$ cat src/rtl/lockep_pkg.sv
package lockep_pkg;

  typedef enum logic [1:0] {
    EP_IDLE = 2'b00,
    EP_WAIT = 2'b01,
    EP_HOLD = 2'b10,
    EP_RELS = 2'b11
  } ep_state_t;

  // Next state of one lock endpoint.
  function automatic ep_state_t ep_next(input ep_state_t cur,
                                        input logic acq_wr,
                                        input logic rel_wr,
                                        input logic token);
    ep_state_t nxt;
    nxt = cur;
    unique case (cur)
      EP_IDLE: if (acq_wr) nxt = EP_WAIT;
      EP_WAIT: if (token)  nxt = EP_HOLD;
      EP_HOLD: if (rel_wr) nxt = EP_RELS;
      EP_RELS: nxt = EP_IDLE;
      default: nxt = EP_IDLE;
    endcase
    return nxt;
  endfunction

endpackage

$ cat src/rtl/lockep_pulse.sv
module lockep_pulse (
  input  logic clk,
  input  logic rst_n,
  input  logic fire_i,
  output logic line_o
);

  logic line_q;

  always_ff @(posedge clk) begin
    if (!rst_n) line_q <= 1'b0;
    else        line_q <= fire_i;
  end

  assign line_o = line_q;

endmodule

$ cat src/rtl/lockep_slot.sv
module lockep_slot
  import lockep_pkg::*;
(
  input  logic      clk,
  input  logic      rst_n,
  input  logic      acq_wr_i,
  input  logic      rel_wr_i,
  input  logic      token_i,
  output logic      acq_bit_o,
  output logic      rel_bit_o,
  output logic      line_o,
  output logic [1:0] status_o
);

  ep_state_t state_q, state_d;
  logic      acq_q, rel_q;

  // Named internal events
  logic acc_acq, acc_rel, acc_tok, rel_done, fire;

  assign acc_acq  = (state_q == EP_IDLE) && acq_wr_i;
  assign acc_tok  = (state_q == EP_WAIT) && token_i;
  assign acc_rel  = (state_q == EP_HOLD) && rel_wr_i;
  assign rel_done = (state_q == EP_RELS);
  assign fire     = acc_acq | acc_rel;

  assign state_d = ep_next(state_q, acq_wr_i, rel_wr_i, token_i);

  always_ff @(posedge clk) begin
    if (!rst_n) begin
      state_q <= EP_IDLE;
      acq_q   <= 1'b0;
      rel_q   <= 1'b0;
    end else begin
      state_q <= state_d;
      if (acc_acq)      acq_q <= 1'b1;
      else if (acc_tok) acq_q <= 1'b0;
      if (acc_rel)       rel_q <= 1'b1;
      else if (rel_done) rel_q <= 1'b0;
    end
  end

  lockep_pulse u_pulse (
    .clk    (clk),
    .rst_n  (rst_n),
    .fire_i (fire),
    .line_o (line_o)
  );

  assign acq_bit_o = acq_q;
  assign rel_bit_o = rel_q;
  assign status_o  = state_q;

  AST_PULSE_ONE_CYCLE: assert property (@(posedge clk) disable iff (!rst_n)
    line_o |=> !line_o);
  AST_ACQ_SETS_LINE: assert property (@(posedge clk) disable iff (!rst_n)
    $rose(acq_q) |-> line_o);
  AST_TOKEN_GRANTS: assert property (@(posedge clk) disable iff (!rst_n)
    acc_tok |=> (!acq_q && state_q == EP_HOLD));
  AST_REL_SELF_CLEAR: assert property (@(posedge clk) disable iff (!rst_n)
    rel_q |=> (!rel_q && state_q == EP_IDLE));
  AST_REL_FROM_HOLD: assert property (@(posedge clk) disable iff (!rst_n)
    $rose(rel_q) |-> ($past(state_q) == EP_HOLD && line_o));
  AST_ACQ_FROM_IDLE: assert property (@(posedge clk) disable iff (!rst_n)
    (acq_wr_i && state_q != EP_IDLE) |=> !line_o || $past(acc_rel));

endmodule

$ cat src/rtl/lockep_top.sv
module lockep_top #(
  parameter int NUM_LOCKS = 4
) (
  input  logic                   clk,
  input  logic                   rst_n,
  input  logic [NUM_LOCKS-1:0]   acq_wr_i,
  input  logic [NUM_LOCKS-1:0]   rel_wr_i,
  input  logic [NUM_LOCKS-1:0]   token_i,
  output logic [NUM_LOCKS-1:0]   acq_bit_o,
  output logic [NUM_LOCKS-1:0]   rel_bit_o,
  output logic [NUM_LOCKS-1:0]   line_o,
  output logic [2*NUM_LOCKS-1:0] status_o
);

  localparam int STW = 2;

  for (genvar g = 0; g < NUM_LOCKS; g++) begin : g_lock
    lockep_slot u_slot (
      .clk       (clk),
      .rst_n     (rst_n),
      .acq_wr_i  (acq_wr_i[g]),
      .rel_wr_i  (rel_wr_i[g]),
      .token_i   (token_i[g]),
      .acq_bit_o (acq_bit_o[g]),
      .rel_bit_o (rel_bit_o[g]),
      .line_o    (line_o[g]),
      .status_o  (status_o[g*STW +: STW])
    );
  end

  AST_RESET_IDLE: assert property (@(posedge clk)
    !rst_n |=> (status_o == '0 && line_o == '0 && acq_bit_o == '0));

endmodule

$ cat config.mk
export PLATFORM = sky130hd
export DESIGN_NAME = lockep_top
export DESIGN_NICKNAME = d
export VERILOG_FILES = /design/src/rtl/lockep_pkg.sv /design/src/rtl/lockep_pulse.sv /design/src/rtl/lockep_slot.sv /design/src/rtl/lockep_top.sv
export SDC_FILE = /design/constraint.sdc
export NUM_CORES = 1
export LEC_CHECK = 0
export ABC_AREA = 1
export BUFFER_PORTS_ARGS = -buffer_cell sky130_fd_sc_hd__buf_2
export CORE_UTILIZATION = 54
export CTS_CLUSTER_DIAMETER = 200
export DETAILED_ROUTE_END_ITERATION = 8
export PLACE_DENSITY = 0.91
export SYNTH_ARGS = -nofsm -noshare
export SYNTH_HDL_FRONTEND = slang
export SYNTH_SLANG_ARGS = --single-unit
$ cat constraint.sdc
create_clock -name clk -period 3.6 [get_ports clk]
set_clock_uncertainty 0.2 [all_clocks]
set_input_delay 0.36 -clock clk [delete_from_list [all_inputs] [get_ports clk]]
set_output_delay 0.36 -clock clk [all_outputs]
set_load 0.02 [all_outputs]
==> results of run 1 <==
==> worst max path at each step <==
stage	end	from
floorplan	g_lock[0].u_slot.status_o[1]	g_lock[0].u_slot.status_o[0]
global placement	g_lock[2].u_slot.status_o[1]	g_lock[2].u_slot.status_o[0]
detailed placement	g_lock[3].u_slot.status_o[1]	g_lock[3].u_slot.status_o[0]
CTS	status_o[6]	g_lock[3].u_slot.status_o[0]
global route	g_lock[0].u_slot.status_o[1]	g_lock[0].u_slot.status_o[0]
finish	status_o[4]	g_lock[2].u_slot.status_o[0]
==> metrics by stage <==
stage	utilization, %	hold slack (ns)	cell area [um2]
2_1_floorplan	-	0.236	1140
3_3_place_gp	62.4	0.244	1220
3_5_place_dp	62.4	0.252	1220
4_1_cts	63.5	0.143	1250
5_1_grt	63.5	0.143	1250
6_report	63.5	0.145	1250
==> cell usage in the layout, fill, tap and decap left out, drive strengths merged <==
master,synthesis,layout
buf,14,33
dfxtp,20,20
ha,16,16
nor2,12,12
clkbuf,0,3
inv,25,25
nand2,48,48
a21oi,16,16
nand3,4,4
==> registers in the layout, indices dropped and copies added (netlist names) <==
signal                        flops
g_lock.u_slot.status_o            8
g_lock.u_slot.acq_bit_o           4
g_lock.u_slot.rel_bit_o           4
g_lock.u_slot.u_pulse.line_o      4
==> cells by family after synthesis <==
group / count (synthesis) / synth area share, %
and+or+nand+nor: 64 / 22.0
buffers and inverters: 39 / 18.2
DFF: 20 / 35.2
AOI/OAI and AO/OA: 16 / 7.04
adders and majority gates: 16 / 17.6
==> metal layers <==
metal  part of all wire (%)  routed length [um]
met1                     44                 901
met2                     52                1080
met3                    3.3                  69
met4                   0.58                  12
met5                      0                   0
==> final cells by class <==
type / instances / area, um2 / share of cell area (%)
Clock buffer: 3 / 22.5 / 1.81
Inverter: 25 / 93.8 / 7.53
Multi-Input combinational cell: 96 / 531 / 42.6
Tap cell: 27 / 33.8 / 2.71
Timing Repair Buffer: 33 / 165 / 13.3
Sequential cell: 20 / 400 / 32.1
==> synth_stat cells <==
| cell type | n |
|---|---|
| a21oi_1 | 16 |
| buf_4 | 12 |
| buf_6 | 2 |
| dfxtp_1 | 20 |
| ha_1 | 16 |
| inv_1 | 24 |
| inv_2 | 1 |
| nand2_1 | 48 |
| nand3_1 | 3 |
| nand3_2 | 1 |
| nor2_1 | 12 |
==> power groups by stage <==
stage	clock, mW	combinational (mW)	sequential (mW)
floorplan	0	0.372	0.393
global placement	0	0.487	0.347
detailed placement	0	0.518	0.353
CTS	0.102	0.520	0.348
global route	0.111	0.594	0.361
finish	0.102	0.517	0.347
==> results_dict.tcl, run 1 <==
set metrics [dict create \
    status "completed" \
    hold_viol_final 0 \
    synth_seq_cells 20 \
    cts_resized 0 \
    routed_wl_mm 2.07 \
    grt_util_met3_pct 3.02 \
    rr_endpoint "g_lock[0].u_slot.status_o[1]" \
    grt_overflow 0 \
    grtUsageMet2_pct 40.0 \
    drcViolationCount 0 \
    avgViaCountPerCell 4.65 \
    path_max_fanout 4 \
    cts-root-buf "clkbuf_4" \
    rsz0062_at_grt "no" \
    p_comb_share_pct 53.5 \
    total_power_uw 966 \
    synth.net_count 185 \
    antenna_found_initial 0 \
    cts_sinks 20 \
    p_per_area_nw_per_um2 775 \
    yosysUniqueCellTypes 11 \
    syn_to_final_growth_pct 9.57 \
    p_clk_share_pct 10.6 \
    cp.arrival_ns 0.87 \
    p_seq_share_pct 35.9 \
    period_share_pct 39.8 \
    dpl.cell_count 201 \
    crit_cells 1 \
    grt_pass1_wl_mm 3.31 \
    grt_max_degree 13 \
    portBuffers 33 \
    switching_power_uw 444 \
    ys_warn_count 0 \
    p_int_uw 521 \
    cts_tree "done" \
    antenna_cells 0 \
    swShare_pct 46.0 \
    cts_buffer_depth 2 \
    die_w_um 47.9 \
    fillers 202 \
    layout-drive-gt1-share_pct 21.5 \
    power_leakage_nw 0.708 \
    yosys.area.top_type_share_pct 35.2 \
    gr-usage-all-layers_pct 19.9 \
    die_h_um 47.9 \
    ant_nets 0 \
    cts_max_level 1 \
    io_pins 34 \
    path_clk_slew_ns 0.11 \
    row_count 16 \
    post-cts-setup-buffers 0 \
    drt-initial-drc-count 18 \
    finalWorstSetupSlack_ns 2.17 \
    synth_seq_area_share_pct 35.2 \
    wl_per_cell_um 10.1 \
    tns_ns 0 \
    dieArea_um2 2290 \
    finalSetupViolCount 0 \
    vias 948 \
    relSlewSlack_pct 85.6 \
    period_needed_ns 1.43 \
    min-delay-path-class "in -> reg" \
    ir_drop_uv 382 \
    min_from "token_i[0]" \
    maxCapViolations 0 \
    path_class "reg -> out" \
    required_ns 3.04 \
    worst_path_max_delay_cell "dfxtp_1" \
    globalplace.congestion 0.801 \
    crit_path_end_kind "primary output" \
    fmax_ghz 0.698 \
    hold_buffers 0 \
    met1_usage_pct 20.7 \
    nNetsFinal 209 \
    cpPeakStageDelay_ns 0.40 \
    grt_pass1_vias 900 \
    clock_latency_ns 0.29 \
    syn_inst 155 \
    r2r_start "g_lock[0].u_slot.status_o[0]" \
    path_cells "buf_2" \
    instances_no_fill 204 \
    synth_area_leaders "dfxtp_1 (35%), ha_1 (18%), nand2_1 (16%), buf_4 (7.9%), inv_1 (7.9%)" \
    whs_endpoint "g_lock[0].u_slot.acq_bit_o" \
    r2r_cells 7 \
    tightestPinTransition_ns 0.216 \
    dp_hpwl_mm 1.68 \
    synth.avg_cell_area_um2 7.34 \
    coreArea_um2 1960 \
    synth_top_area_cell "dfxtp_1" \
    cp-start-kind "register" \
    critical_path.top_delay_family "flip-flops" \
    syn-cell-area_um2 1140 \
    dp_slack_ns 2.21 \
    hold_depth 4 \
    initial_utilization_pct 58.0 \
    crit_buf_inv 1 \
    ff2ff_setup_slack_ns 2.21 \
    top_usage_layer "met2" \
    drtPass1Iterations 4 \
    drv_slew 0 \
    cts_buffers 3 \
]
Power figures use the tool's default switching activity.
==> run 2: changes to the inputs <==
ABC_AREA = 0   (was 1)
CORE_UTILIZATION = 51   (was 54)
PLACE_DENSITY = 0.87   (was 0.91)
clock period = 1.5 ns   (was 3.6 ns; I/O delays follow)
==> run 2 against run 1 <==
Against the previous run: non-clock buffer count increased by 22; synthesized cell count is 19% lower; register-to-register slack got worse by 2.2 ns; via count grew 5.2%; area after synthesis grew 4.6%; core utilization increased by 12 points; total power grew to 3.5 times the previous value; clock-buffer cell count rose by 1; die area grew 10%; sequential share of layout area decreased by 7.1 points; final cell count shrank 2.5%; critical endpoint is now g_lock[0].u_slot.status_o[1].
==> results_dict.tcl, run 2 <==
set metrics [dict create \
    synth-simple-area-share_pct 11.8 \
    antenna_cells 0 \
    gr-usage-all-layers_pct 21.3 \
    vias 997 \
    total_power_mw 3.36 \
    synth_edf_count 0 \
    synthArstFlopShare_pct 0 \
    die_h_um 50.3 \
    p_int_mw 1.93 \
    yosys.area.top_type_share_pct 33.6 \
    p_clk_share_pct 9.6 \
    crit_path_end_kind "register" \
    path_max_fanout 5 \
    synth_xor_area_share_pct 0 \
    globalplace.congestion 0.713 \
    coreArea_um2 2210 \
    drv_slew 0 \
    fillers 137 \
    tightestPinTransition_ns 0.359 \
    switching_power_mw 1.43 \
    grt_pass1_wl_mm 4.15 \
    synthAdderAreaFrac_pct 16.8 \
    antenna_found_initial 0 \
    portBuffers 33 \
    largest_reg_flops 8 \
    cts_tree "done" \
    grt_pass1_vias 989 \
    ir_drop_uv 1500 \
    period_needed_ns 1.48 \
    row_count 17 \
    cts_max_level 1 \
    layout-drive-gt1-share_pct 49.1 \
    synth.net_count 156 \
    avgViaCountPerCell 5.01 \
    cpPeakStageDelay_ns 0.39 \
    relSlewSlack_pct 76.0 \
    rsz0062_at_grt "yes" \
    syn_inst 126 \
    synthMuxAreaShare_pct 3.36 \
    cts-root-buf "clkbuf_4" \
    synth_seq_area_share_pct 33.6 \
    hold_viol_final 0 \
    cts_buffers 3 \
    wl_per_cell_um 13.6 \
    path_cells "inv_1 > ha_4 > a221oi_4 > mux2i_1" \
    synthTopCellsByCount "nand2_1 (24), dfxtp_1 (20), ha_1 (16)" \
    synth_top_family_by_area "compound AO/OA/AOI/OAI gates" \
    ant_nets 0 \
    period_share_pct 98.9 \
    p_per_area_nw_per_um2 2000 \
    drtPass1Iterations 4 \
    cp-start-kind "register" \
    final_cell_area_um2 1680 \
    synth_top_area_cell "dfxtp_1" \
    ys.flop_type "dfxtp_1" \
    ys_warn_count 0 \
    dieArea_um2 2530 \
    yosys.cell_count.top_type "nand2_1" \
    dp_hpwl_mm 1.60 \
    worst_path_max_delay_cell "dfxtp_4" \
    fmax_ghz 0.674 \
    required_ns 1.54 \
    yosysUniqueCellTypes 15 \
    synth_compound_area_share_pct 20.9 \
    critical_path.top_delay_family "flip-flops" \
    nNetsFinal 202 \
    die_w_um 50.3 \
    cts_sinks 20 \
    finalSetupViolCount 0 \
    io_pins 34 \
    final_cell_mix "buf_2 (33), nand2_1 (24), a21boi_0 (12), dfxtp_1 (12), dlygate4sd3_1 (12)" \
    cp.arrival_ns 1.53 \
    syn_to_final_growth_pct 41.2 \
    min-delay-path-class "in -> reg" \
    cts_buffer_depth 2 \
    dpl_cell_area_um2 1300 \
    path_clk_slew_ns 0.12 \
    routed_wl_mm 2.70 \
    synth_seq_cells 20 \
    synth.avg_cell_area_um2 9.44 \
    crit_buf_inv 1 \
    drt-initial-drc-count 27 \
    final_common_cell "buf_2" \
    power_leakage_nw 0.768 \
    path_class "reg -> reg" \
    syn-cell-area_um2 1190 \
    synth_area_leaders "dfxtp_1 (34%), ha_1 (17%), a21boi_0 (7.6%), buf_4 (7.6%), nand2_1 (7.6%)" \
    swShare_pct 42.5 \
    grt_overflow 0 \
    initial_utilization_pct 53.8 \
    status "completed" \
    grt_max_degree 25 \
    clock_latency_ns 0.31 \
    p_seq_share_pct 28.2 \
    p_comb_share_pct 62.1 \
    maxCapViolations 0 \
    drcViolationCount 0 \
]
[run 2: changes by cell type after synthesis, sizes merged, moves of 9 or more]
cell    change
nor2       -12
inv         -9
a21boi     +12
nand2      -24
a21oi      -16
[run 2: power groups by stage]
| stage | logic (mW) | registers [mW] | clock network (mW) |
|---|---|---|---|
| 4_1_cts | 1.68 | 0.902 | 0.313 |
| 3_5_place_dp | 1.47 | 0.936 | 0 |
| 6_report | 2.09 | 0.949 | 0.323 |
| 2_1_floorplan | 1.07 | 1.05 | 0 |
| 3_3_place_gp | 1.38 | 0.922 | 0 |
| 5_1_grt | 2.25 | 0.975 | 0.346 |
[run 2: final timing paths]
kind | startpoint | to | slack [ns] | depth (start not counted)
max | g_lock[0].u_slot.status_o[0] | g_lock[0].u_slot.status_o[1] | 0.02 | 4
min | rst_n | g_lock[3].u_slot.status_o[1] | 0.06 | 3
max reg2reg | g_lock[0].u_slot.status_o[0] | g_lock[0].u_slot.status_o[1] | 0.02 | 4
min reg2reg | g_lock[1].u_slot.acq_bit_o | g_lock[1].u_slot.acq_bit_o | 0.27 | 2
[run 2: area by class of cell]
cell class	count	area, um2	share of cell area [%]
multi-input cells	76	761	45.3
flip-flops and latches	20	420	25.0
repair buffers	55	368	21.9
inverters	16	60.1	3.57
clock buffers	4	36.3	2.16
well taps	28	35.0	2.08
[run 2: metal layers]
metal  vias up  share of wire, %  track usage, %  wire length, um
met5         -                 0               0                0
met1       467                40            25.1             1090
met2        37                51            37.3             1370
met3        11               4.9            2.42              132
li1        482                 -               -                -
met4         0               4.1            11.1              112
[run 2: what timing repair did]
item                       CTS  global route
setup endpoints to repair    4             5
hold buffers                12             0
buffers inserted             7             3
resized for setup            5            34
pin swaps                    3             4
hold endpoints to repair    12             0
[run 2: kinds of logic after synthesis]
logic type / count (synthesis)
compound gates: 24
buf+inv: 30
fa+ha+maj: 16
flops: 20
mux: 4
simple gates: 32
[run 2: through the flow]
stage	utilization (%)	setup WS, ns	hold slack [ns]	setup TNS, ns	cells
floorplan	-	0.0221	0.112	0	126
global placement	58.8	0.0497	0.235	0	173
detailed placement	58.8	-0.0196	0.241	-0.0303	173
CTS	68.8	-0.0147	0.0741	-0.0147	196
global route	76.0	-0.0195	0.0719	-0.0286	199
finish	76.0	0.0164	0.0595	0	199
[run 2: worst register-to-register path, delay by kind of cell (launching register included)]
family / cells / cell delay [ns]
DFF: 1 / 0.39
AOI/OAI and AO/OA: 1 / 0.32
muxes: 1 / 0.22
adders and majority gates: 1 / 0.20
buffers and inverters: 1 / 0.10
